--- config.mk ---
export PLATFORM = sky130hd
export DESIGN_NAME = reg_lock_board
export DESIGN_NICKNAME = d
export VERILOG_FILES = /design/src/rtl/reg_lock_board.sv
export SDC_FILE = /design/constraint.sdc
export NUM_CORES = 1
export LEC_CHECK = 0
export BUFFER_PORTS_ARGS = -buffer_cell sky130_fd_sc_hd__buf_2
export CAP_MARGIN = 15
export CORE_UTILIZATION = 35
export DETAILED_ROUTE_END_ITERATION = 16
export PLACE_DENSITY = 0.73
export SKIP_LAST_GASP = 1
export SLEW_MARGIN = 5
export SYNTH_ARGS = -nofsm -noshare
export SYNTH_HDL_FRONTEND = slang
export SYNTH_SLANG_ARGS = --single-unit
--- constraint.sdc ---
create_clock -name clk -period 3.7 [get_ports clk]
set_input_delay 0.37 -clock clk [delete_from_list [all_inputs] [get_ports clk]]
set_output_delay 0.37 -clock clk [all_outputs]
set_load 0.1 [all_outputs]
--- src/rtl/reg_lock_board.sv ---
module reg_lock_board #(
  parameter int NREG = 32,
  parameter int IW = $clog2(NREG)
) (
  input  logic            clk,
  input  logic            rst_n,
  input  logic            iss_valid,
  input  logic [NREG-1:0] iss_src_mask,
  input  logic [NREG-1:0] iss_dst_mask,
  output logic            iss_grant,
  input  logic [NREG-1:0] src_clr_mask,
  input  logic [NREG-1:0] dst_clr_mask,
  input  logic            src_clr_vld,
  input  logic [IW-1:0]   src_clr_idx,
  input  logic            src_clr_dbl,
  input  logic            dst_clr_vld,
  input  logic [IW-1:0]   dst_clr_idx,
  input  logic            dst_clr_dbl,
  output logic [NREG-1:0] src_locks,
  output logic [NREG-1:0] dst_locks
);

  function automatic logic [NREG-1:0] idx_mask(input logic v, input logic [IW-1:0] idx,
                                              input logic dbl);
    logic [NREG-1:0] m;
    logic [IW-1:0] base;
    m = '0;
    base = dbl ? (idx & ~IW'(1)) : idx;
    if (v) begin
      m[base] = 1'b1;
      if (dbl) m[base | IW'(1)] = 1'b1;
    end
    return m;
  endfunction

  logic [NREG-1:0] src_q, dst_q;
  logic [NREG-1:0] src_rel, dst_rel;

  assign iss_grant = iss_valid && (((iss_src_mask | iss_dst_mask) & (src_q | dst_q)) == '0);
  assign src_rel   = src_clr_mask | idx_mask(src_clr_vld, src_clr_idx, src_clr_dbl);
  assign dst_rel   = dst_clr_mask | idx_mask(dst_clr_vld, dst_clr_idx, dst_clr_dbl);

  always_ff @(posedge clk) begin
    if (!rst_n) begin
      src_q <= '0;
      dst_q <= '0;
    end else begin
      src_q <= (src_q & ~src_rel) | (iss_grant ? iss_src_mask : '0);
      dst_q <= (dst_q & ~dst_rel) | (iss_grant ? iss_dst_mask : '0);
    end
  end

  assign src_locks = src_q;
  assign dst_locks = dst_q;

endmodule


==> results of run 1 <==
-- power by group --
| part | switching, mW | internal (mW) | leakage, nW |
|---|---|---|---|
| clock | 0.278 | 0.274 | 0.0882 |
| combinational | 0.909 | 0.276 | 1.87 |
| sequential | 0.0589 | 0.773 | 0.518 |
-- how the worst min path moves through the flow --
stage,start,end,cells after the start,slack (ps)
2_1_floorplan,iss_dst_mask[24],dst_locks[24],1,480
3_3_place_gp,src_locks[8],src_locks[8],3,580
3_5_place_dp,iss_src_mask[0],src_locks[0],2,580
4_1_cts,iss_src_mask[0],src_locks[0],2,220
5_1_grt,iss_src_mask[1],src_locks[1],2,230
6_report,iss_src_mask[0],src_locks[0],2,230
-- metal layers --
layer | global-route usage, % | share of wire, % | vias to the layer above
met2 | 46.1 | 49 | 200
met3 | 7.19 | 9.1 | 17
met5 | 0 | 0 | -
met1 | 31.4 | 40 | 1781
li1 | - | - | 1787
met4 | 9.56 | 1.8 | 0
-- cell type report --
class	count	area share, %
sequential	64	29.3
clock inverter	3	0.401
tap	108	3.10
multi-input combinational	279	39.1
timing repair buffer	212	24.5
clock buffer	12	3.55
-- stage by stage --
stage	util (%)	total power [mW]	instances	setup WS, ps
CTS	50.3	2.58	678	1230
global placement	48.3	2.02	663	1300
detailed placement	48.3	2.03	663	1280
global route	50.3	2.67	678	1140
finish	50.3	2.57	678	1270
floorplan	-	1.80	357	1220
-- synth_stat cells, drive strengths merged --
cell | count | share of area (%)
o22ai | 32 | 6.4
nand4b | 1 | 0.28
buf | 10 | 3.6
nor2 | 15 | 1.8
nor2b | 2 | 0.40
nand2b | 2 | 0.40
a211oi | 62 | 15
a21o | 64 | 15
nor3b | 6 | 1.4
clkbuf | 4 | 0.48
nand3 | 1 | 0.16
and3b | 3 | 0.84
nor4 | 2 | 0.60
nor3 | 7 | 1.1
dfxtp | 64 | 41
and4 | 2 | 0.56
and3 | 3 | 0.60
nand2 | 71 | 8.6
nand4 | 6 | 1.2
-- registers in the layout (all words and copies together) (netlist names) --
| name | flops |
|---|---|
| dst_locks | 32 |
| src_locks | 32 |
-- kinds of logic (layout without fill, tap and decap cells) --
logic type / count (synthesis) / count (layout) / synth area share (%)
AO/OA/AOI/OAI: 158 / 158 / 36.8
flip-flops: 64 / 64 / 41.1
buffers and inverters: 14 / 227 / 4.10
AND/OR/NAND/NOR: 121 / 121 / 18.0
==> impl_metrics.json, run 1 <==
{
  "drt_iter0_drc": 181,
  "setup_violations": 0,
  "drv_cap": 0,
  "finClkSkew_ps": 10.5,
  "dr_total_vias": 3785,
  "postPlaceCellArea_um2": 4190,
  "fin_nets": 711,
  "maxSlewViolCount": 0,
  "grt_use_total_pct": 26.6,
  "antenna_found_initial": 0,
  "fillers": 876,
  "crit_end": "iss_grant",
  "path_clk_slew_ps": 70,
  "cp-startpoint": "dst_locks[29]",
  "core_um2": 8680,
  "status": "completed",
  "io_pins": 210,
  "area_growth_pct": 40.1,
  "clkSinkCount": 64,
  "p_leak_nw": 2.48,
  "synth.distinct_cells": 22,
  "synth_nets": 502,
  "cts_setup_buffers": 0,
  "seqCellArea_um2": 1280,
  "finalHoldViolCount": 0,
  "htree_levels": 3,
  "initial_core_util_pct": 35.9,
  "via_per_inst": 5.58,
  "post-route-period-util_pct": 65.8,
  "worst_slew_pin_slew_ps": 998,
  "path_cells": "o22ai_1 -> nand4_1 -> nor4_2 -> and4_1 -> buf_2",
  "power_density_nw_per_um2": 588,
  "detail_route.wl_per_cell_um": 18.7,
  "drtPass1Iterations": 4,
  "cts_resized": 0,
  "relSlewSlack_pct": 33.2,
  "reg2reg_slack_ps": 1460,
  "antenna_cells": 0,
  "irDropWorstVdd_mv": 0.251,
  "hold_buffers": 0,
  "endpoint_kind": "output port",
  "final_cell_mix": "209 x buf_2, 71 x nand2_1, 64 x a21o_1, 64 x dfxtp_1, 62 x a211oi_1",
  "r2r-start": "dst_locks[29]",
  "wl_um": 12700,
  "synth-seq-cells": 64,
  "chipHeight_um": 96.3,
  "fmax_ghz": 0.411,
  "ant_nets": 0,
  "synth_area_um2": 3120,
  "syn_avg_cell_area_um2": 8.73,
  "io_buffers": 209,
  "rsz0062_at_grt": "false",
  "reg2regPathDepth": 6,
  "arrival_ps": 2060,
  "grt_pass1_wl_um": 17800,
  "drive_above_1_share_pct": 40.0,
  "multiInputGateArea_um2": 1710,
  "start_kind": "register",
  "dp_hpwl_um": 9620,
  "postSynthCellCount": 357,
  "die_area_um2": 9280,
  "crit_fanout": 3,
  "grt_max_degree": 65,
  "path_depth": 5,
  "worstPathRequired_ps": 3330,
  "stdcell_area_um2": 4370,
  "overflow": 0,
  "die_w_um": 96.3,
  "final_common_cell": "buf_2",
  "path_class": "register to output port",
  "place_congestion": 0.814,
  "setup_tns_ps": 0,
  "crit_family": "simple AND/OR/NAND/NOR gates",
  "grt_pass1_vias": 3503,
  "min_path_type": "input port to register",
  "yosysWarnings": 0,
  "clk_path_buf_depth": 2,
  "cts-root-buf": "clkbuf_8",
  "drc": 0,
  "rows": 34,
  "numCtsBuffers": 9,
  "critPathSlowestCell": "buf_2",
  "timing.hold.ws_ps": 232,
  "period_minus_slack_ps": 2430,
  "r2r_end": "src_locks[17]",
  "cts_tree": "yes",
  "ys_seq_area_share_pct": 41.1,
  "path_buf_inv": 1,
  "clk_latency_ps": 340,
  "cpPeakStageDelay_ps": 430
}
Note: power is estimated with default switching activity, not from simulation.
==> run 2: changes to the inputs <==
==> constraint.sdc (replaced) <==
create_clock -name clk -period 2.35 [get_ports clk]
set_input_delay 0.235 -clock clk [delete_from_list [all_inputs] [get_ports clk]]
set_output_delay 0.235 -clock clk [all_outputs]
set_load 0.1 [all_outputs]
==> impl_metrics.json, run 2 (synthesis gave the netlist of run 1 again) <==
{
  "drtPass1Iterations": 4,
  "fillers": 903,
  "dp_hpwl_um": 9990,
  "drt_iter0_drc": 143,
  "cts-root-buf": "clkbuf_8",
  "dp_cells": 672,
  "io_pins": 210,
  "timing.hold.ws_ps": 109,
  "overflow": 0,
  "cts_setup_buffers": 0,
  "worstHoldPathCells": 2,
  "grt_pass1_vias": 3531,
  "final_cell_mix": "208 x buf_2, 71 x nand2_1, 64 x a21o_1, 64 x dfxtp_1, 62 x a211oi_1",
  "grt_max_degree": 35,
  "p_total_mw": 4.18,
  "dr_total_vias": 3768,
  "irDropWorstVdd_mv": 0.458,
  "rows": 34,
  "io_buffers": 209,
  "worstPathRequired_ps": 2120,
  "final_common_cell": "buf_2",
  "postPlaceCellArea_um2": 4290,
  "wl_um": 12700,
  "clk_latency_ps": 330,
  "area_growth_pct": 43.7,
  "rsz0062_at_grt": "false",
  "fmax_ghz": 0.475,
  "status": "completed",
  "setup_tns_ps": 0,
  "path_clk_slew_ps": 70,
  "arrival_ps": 1870,
  "clkSinkCount": 64,
  "numCtsBuffers": 9,
  "post-route-period-util_pct": 89.5,
  "setup_violations": 0,
  "crit_fanout": 3,
  "start_kind": "register",
  "die_area_um2": 9280,
  "grt_pass1_wl_um": 18200,
  "htree_levels": 3,
  "finalHoldViolCount": 0,
  "cts_tree": "yes",
  "via_per_inst": 5.48,
  "postLayoutCoreUtil_pct": 51.6,
  "drv_cap": 0,
  "finClkSkew_ps": 10.5,
  "initial_core_util_pct": 35.9,
  "die_w_um": 96.3,
  "fin_nets": 720,
  "chipHeight_um": 96.3,
  "place_congestion": 0.814,
  "setup_ws_ps": 246,
  "detail_route.wl_per_cell_um": 18.5,
  "relSlewSlack_pct": 36.4,
  "instances_no_fill": 687,
  "endpoint_kind": "output port",
  "drive_above_1_share_pct": 40.8,
  "path_class": "register to output port",
  "multiInputGateArea_um2": 1710,
  "dp_worst_setup_slack_ps": 339,
  "drc": 0,
  "core_um2": 8680,
  "p_leak_nw": 2.53,
  "power_density_nw_per_um2": 933,
  "maxSlewViolCount": 0,
  "clk_path_buf_depth": 2,
  "antenna_found_initial": 0,
  "stdcell_area_um2": 4480,
  "hold_buffers": 0,
  "antenna_cells": 0,
  "min_path_type": "input port to register",
  "seqCellArea_um2": 1280,
  "period_minus_slack_ps": 2100,
  "reg2regPathDepth": 6,
  "cts_resized": 0,
  "ant_nets": 0,
  "grt_use_total_pct": 26.7,
  "worst_slew_pin_slew_ps": 950
}
## run 2: changes by cell type in the layout (fill, tap and decap cells not counted)
cell / delta
clkbuf_8: -1
buf_4: +8
bufinv_16: +1
buf_2: -1
buf_12: +2
clkinv_2: -1
clkbuf_1: +1
## run 2: power by group
group | internal [mW] | leakage [nW] | switching, mW | total [mW]
sequential | 1.22 | 0.518 | 0.0930 | 1.31
clock | 0.513 | 0.0925 | 0.416 | 0.928
combinational | 0.489 | 1.92 | 1.45 | 1.94
## run 2: layer usage
layer  global-route usage (%)  part of all wire, %
met5                        0                    0
met1                     32.8                   42
met2                     47.3                   49
met4                     6.99                  1.5
met3                     5.53                  7.8
## run 2: layout make-up
cell class                      instances  share of cell area [%]
Sequential cell                        64                    28.6
Multi-Input combinational cell        279                    38.2
Tap cell                              108                    3.02
Clock buffer                           12                    3.24
Timing Repair Buffer                  221                    26.0
Clock inverter                          3                   0.951
## run 2: critical path: stages, from the launching register on
cell,delay [ps]
dfxtp_1,320
o22ai_1,240
nand4_1,160
nor4_2,340
and4_1,280
buf_12,190
## run 2: path summary, 6_finish.rpt
| check | startpoint | end | slack, ps |
|---|---|---|---|
| hold reg to reg | dst_locks[5] | dst_locks[5] | 600 |
| setup / recovery | dst_locks[9] | iss_grant | 250 |
| setup reg to reg | dst_locks[9] | dst_locks[1] | 380 |
| hold / removal | iss_src_mask[7] | src_locks[7] | 110 |
==> run 3: changes to the inputs <==
--- a/config.mk
+++ b/config.mk
@@ -10,6 +10,7 @@
 export CORE_UTILIZATION = 35
 export DETAILED_ROUTE_END_ITERATION = 16
 export PLACE_DENSITY = 0.73
+export REMOVE_ABC_BUFFERS = 1
 export SKIP_LAST_GASP = 1
 export SLEW_MARGIN = 5
 export SYNTH_ARGS = -nofsm -noshare
==> impl_metrics.json, run 3 (synthesis gave the netlist of run 1 again) <==
{
  "finalHoldViolCount": 0,
  "wl_um": 12700,
  "maxSlewViolCount": 0,
  "cts_setup_buffers": 0,
  "arrival_ps": 1860,
  "dr_total_vias": 3836,
  "antenna_found_initial": 0,
  "endpoint_kind": "output port",
  "worstHoldPathCells": 2,
  "path_buf_inv": 1,
  "relSlewSlack_pct": 36.8,
  "detail_route.wl_per_cell_um": 18.4,
  "hold_buffers": 0,
  "post-route-period-util_pct": 89.2,
  "use_met2_pct": 45.7,
  "crit_family": "simple AND/OR/NAND/NOR gates",
  "worstPathRequired_ps": 2120,
  "clkSinkCount": 64,
  "fin_nets": 722,
  "cts_tree": "yes",
  "grtUsageMet3_pct": 6.56,
  "pwr-share-seq_pct": 31.2,
  "final_cell_mix": "208 x buf_2, 71 x nand2_1, 64 x a21o_1, 64 x dfxtp_1, 62 x a211oi_1",
  "chipHeight_um": 96.3,
  "dp_worst_setup_slack_ps": 390,
  "fmax_ghz": 0.477,
  "die_area_um2": 9280,
  "grt_pass1_vias": 3545,
  "met1_usage_pct": 32.1,
  "reg2regPathDepth": 6,
  "power_density_nw_per_um2": 937,
  "overflow": 0,
  "p_clk_share_pct": 22.7,
  "grt_pass1_wl_um": 18100,
  "p_switching_mw": 1.97,
  "cts-root-buf": "clkbuf_8",
  "min_path_type": "input port to register",
  "p_leak_nw": 2.55,
  "clk_latency_ps": 330,
  "seqCellArea_um2": 1280,
  "critPathSlowestCell": "dfxtp_1",
  "drv_cap": 0,
  "antenna_cells": 0,
  "initial_core_util_pct": 35.9,
  "irDropWorstVdd_mv": 0.430,
  "finClkSkew_ps": 13.3,
  "p_comb_share_pct": 46.2,
  "core_um2": 8680,
  "start_kind": "register",
  "period_minus_slack_ps": 2100,
  "postLayoutCoreUtil_pct": 51.8,
  "status": "completed",
  "stdcell_area_um2": 4500,
  "fillers": 860,
  "place_congestion": 0.795,
  "final_common_cell": "buf_2",
  "rsz0062_at_grt": "false",
  "via_per_inst": 5.58,
  "switching_share_pct": 46.7,
  "drt_iter0_drc": 175,
  "grt_use_total_pct": 26.7,
  "drive_above_1_share_pct": 41.2,
  "area_growth_pct": 44.3,
  "cpPeakStageDelay_ps": 340,
  "htree_levels": 3,
  "ant_nets": 0,
  "crit_fanout": 3,
  "cellInternalPower_mw": 2.24,
  "path_clk_slew_ps": 70,
  "drc": 0,
  "clk_path_buf_depth": 2,
  "numCtsBuffers": 9,
  "dp_hpwl_um": 9810,
  "io_buffers": 209,
  "path_depth": 5,
  "drtPass1Iterations": 4,
  "io_pins": 210,
  "p_total_mw": 4.21,
  "setup_violations": 0,
  "setup_ws_ps": 253,
  "path_class": "register to output port",
  "die_w_um": 96.3,
  "multiInputGateArea_um2": 1710,
  "postPlaceCellArea_um2": 4300,
  "grt_max_degree": 35,
  "path_cells": "o22ai_1 -> nand4_1 -> nor4_2 -> and4_1 -> buf_12",
  "worst_slew_pin_slew_ps": 944,
  "rows": 34,
  "cts_resized": 0,
  "busiest_layer": "met2"
}
[run 3: worst paths after layout]
kind | from | to | slack (ps)
setup / recovery | dst_locks[24] | iss_grant | 250
hold / removal | iss_dst_mask[17] | dst_locks[17] | 110
hold reg to reg | src_locks[7] | src_locks[7] | 600
setup reg to reg | dst_locks[24] | dst_locks[1] | 420
[run 3: area by class of cell]
cell class              count  area share, %
multi-input cells         279           38.0
clock buffers              11           3.37
repair buffers            223           26.2
clock inverters             3          0.946
well taps                 108           3.01
flip-flops and latches     64           28.5
[run 3: metrics by stage]
stage	hold slack, ps	setup TNS, ps	instances
after detailed placement	447	0	674
after floorplan	345	-26970	343
after global placement	444	0	674
final	107	0	688
after CTS	90.5	0	688
after global routing	97.9	0	688
[run 3: power by group through the flow]
stage | Combinational (mW) | Clock (mW) | Sequential (mW)
after global routing | 2.04 | 1.01 | 1.33
final | 1.94 | 0.954 | 1.31
after global placement | 1.93 | 0 | 1.33
after floorplan | 0.520 | 0 | 2.20
after detailed placement | 1.94 | 0 | 1.33
after CTS | 1.95 | 0.964 | 1.31
[run 3: metal layers]
| metal | part of all wire (%) | wire length (um) |
|---|---|---|
| met2 | 48 | 6070 |
| met3 | 8.2 | 1040 |
| met5 | 0 | 0 |
| met1 | 42 | 5280 |
| met4 | 2.1 | 265 |
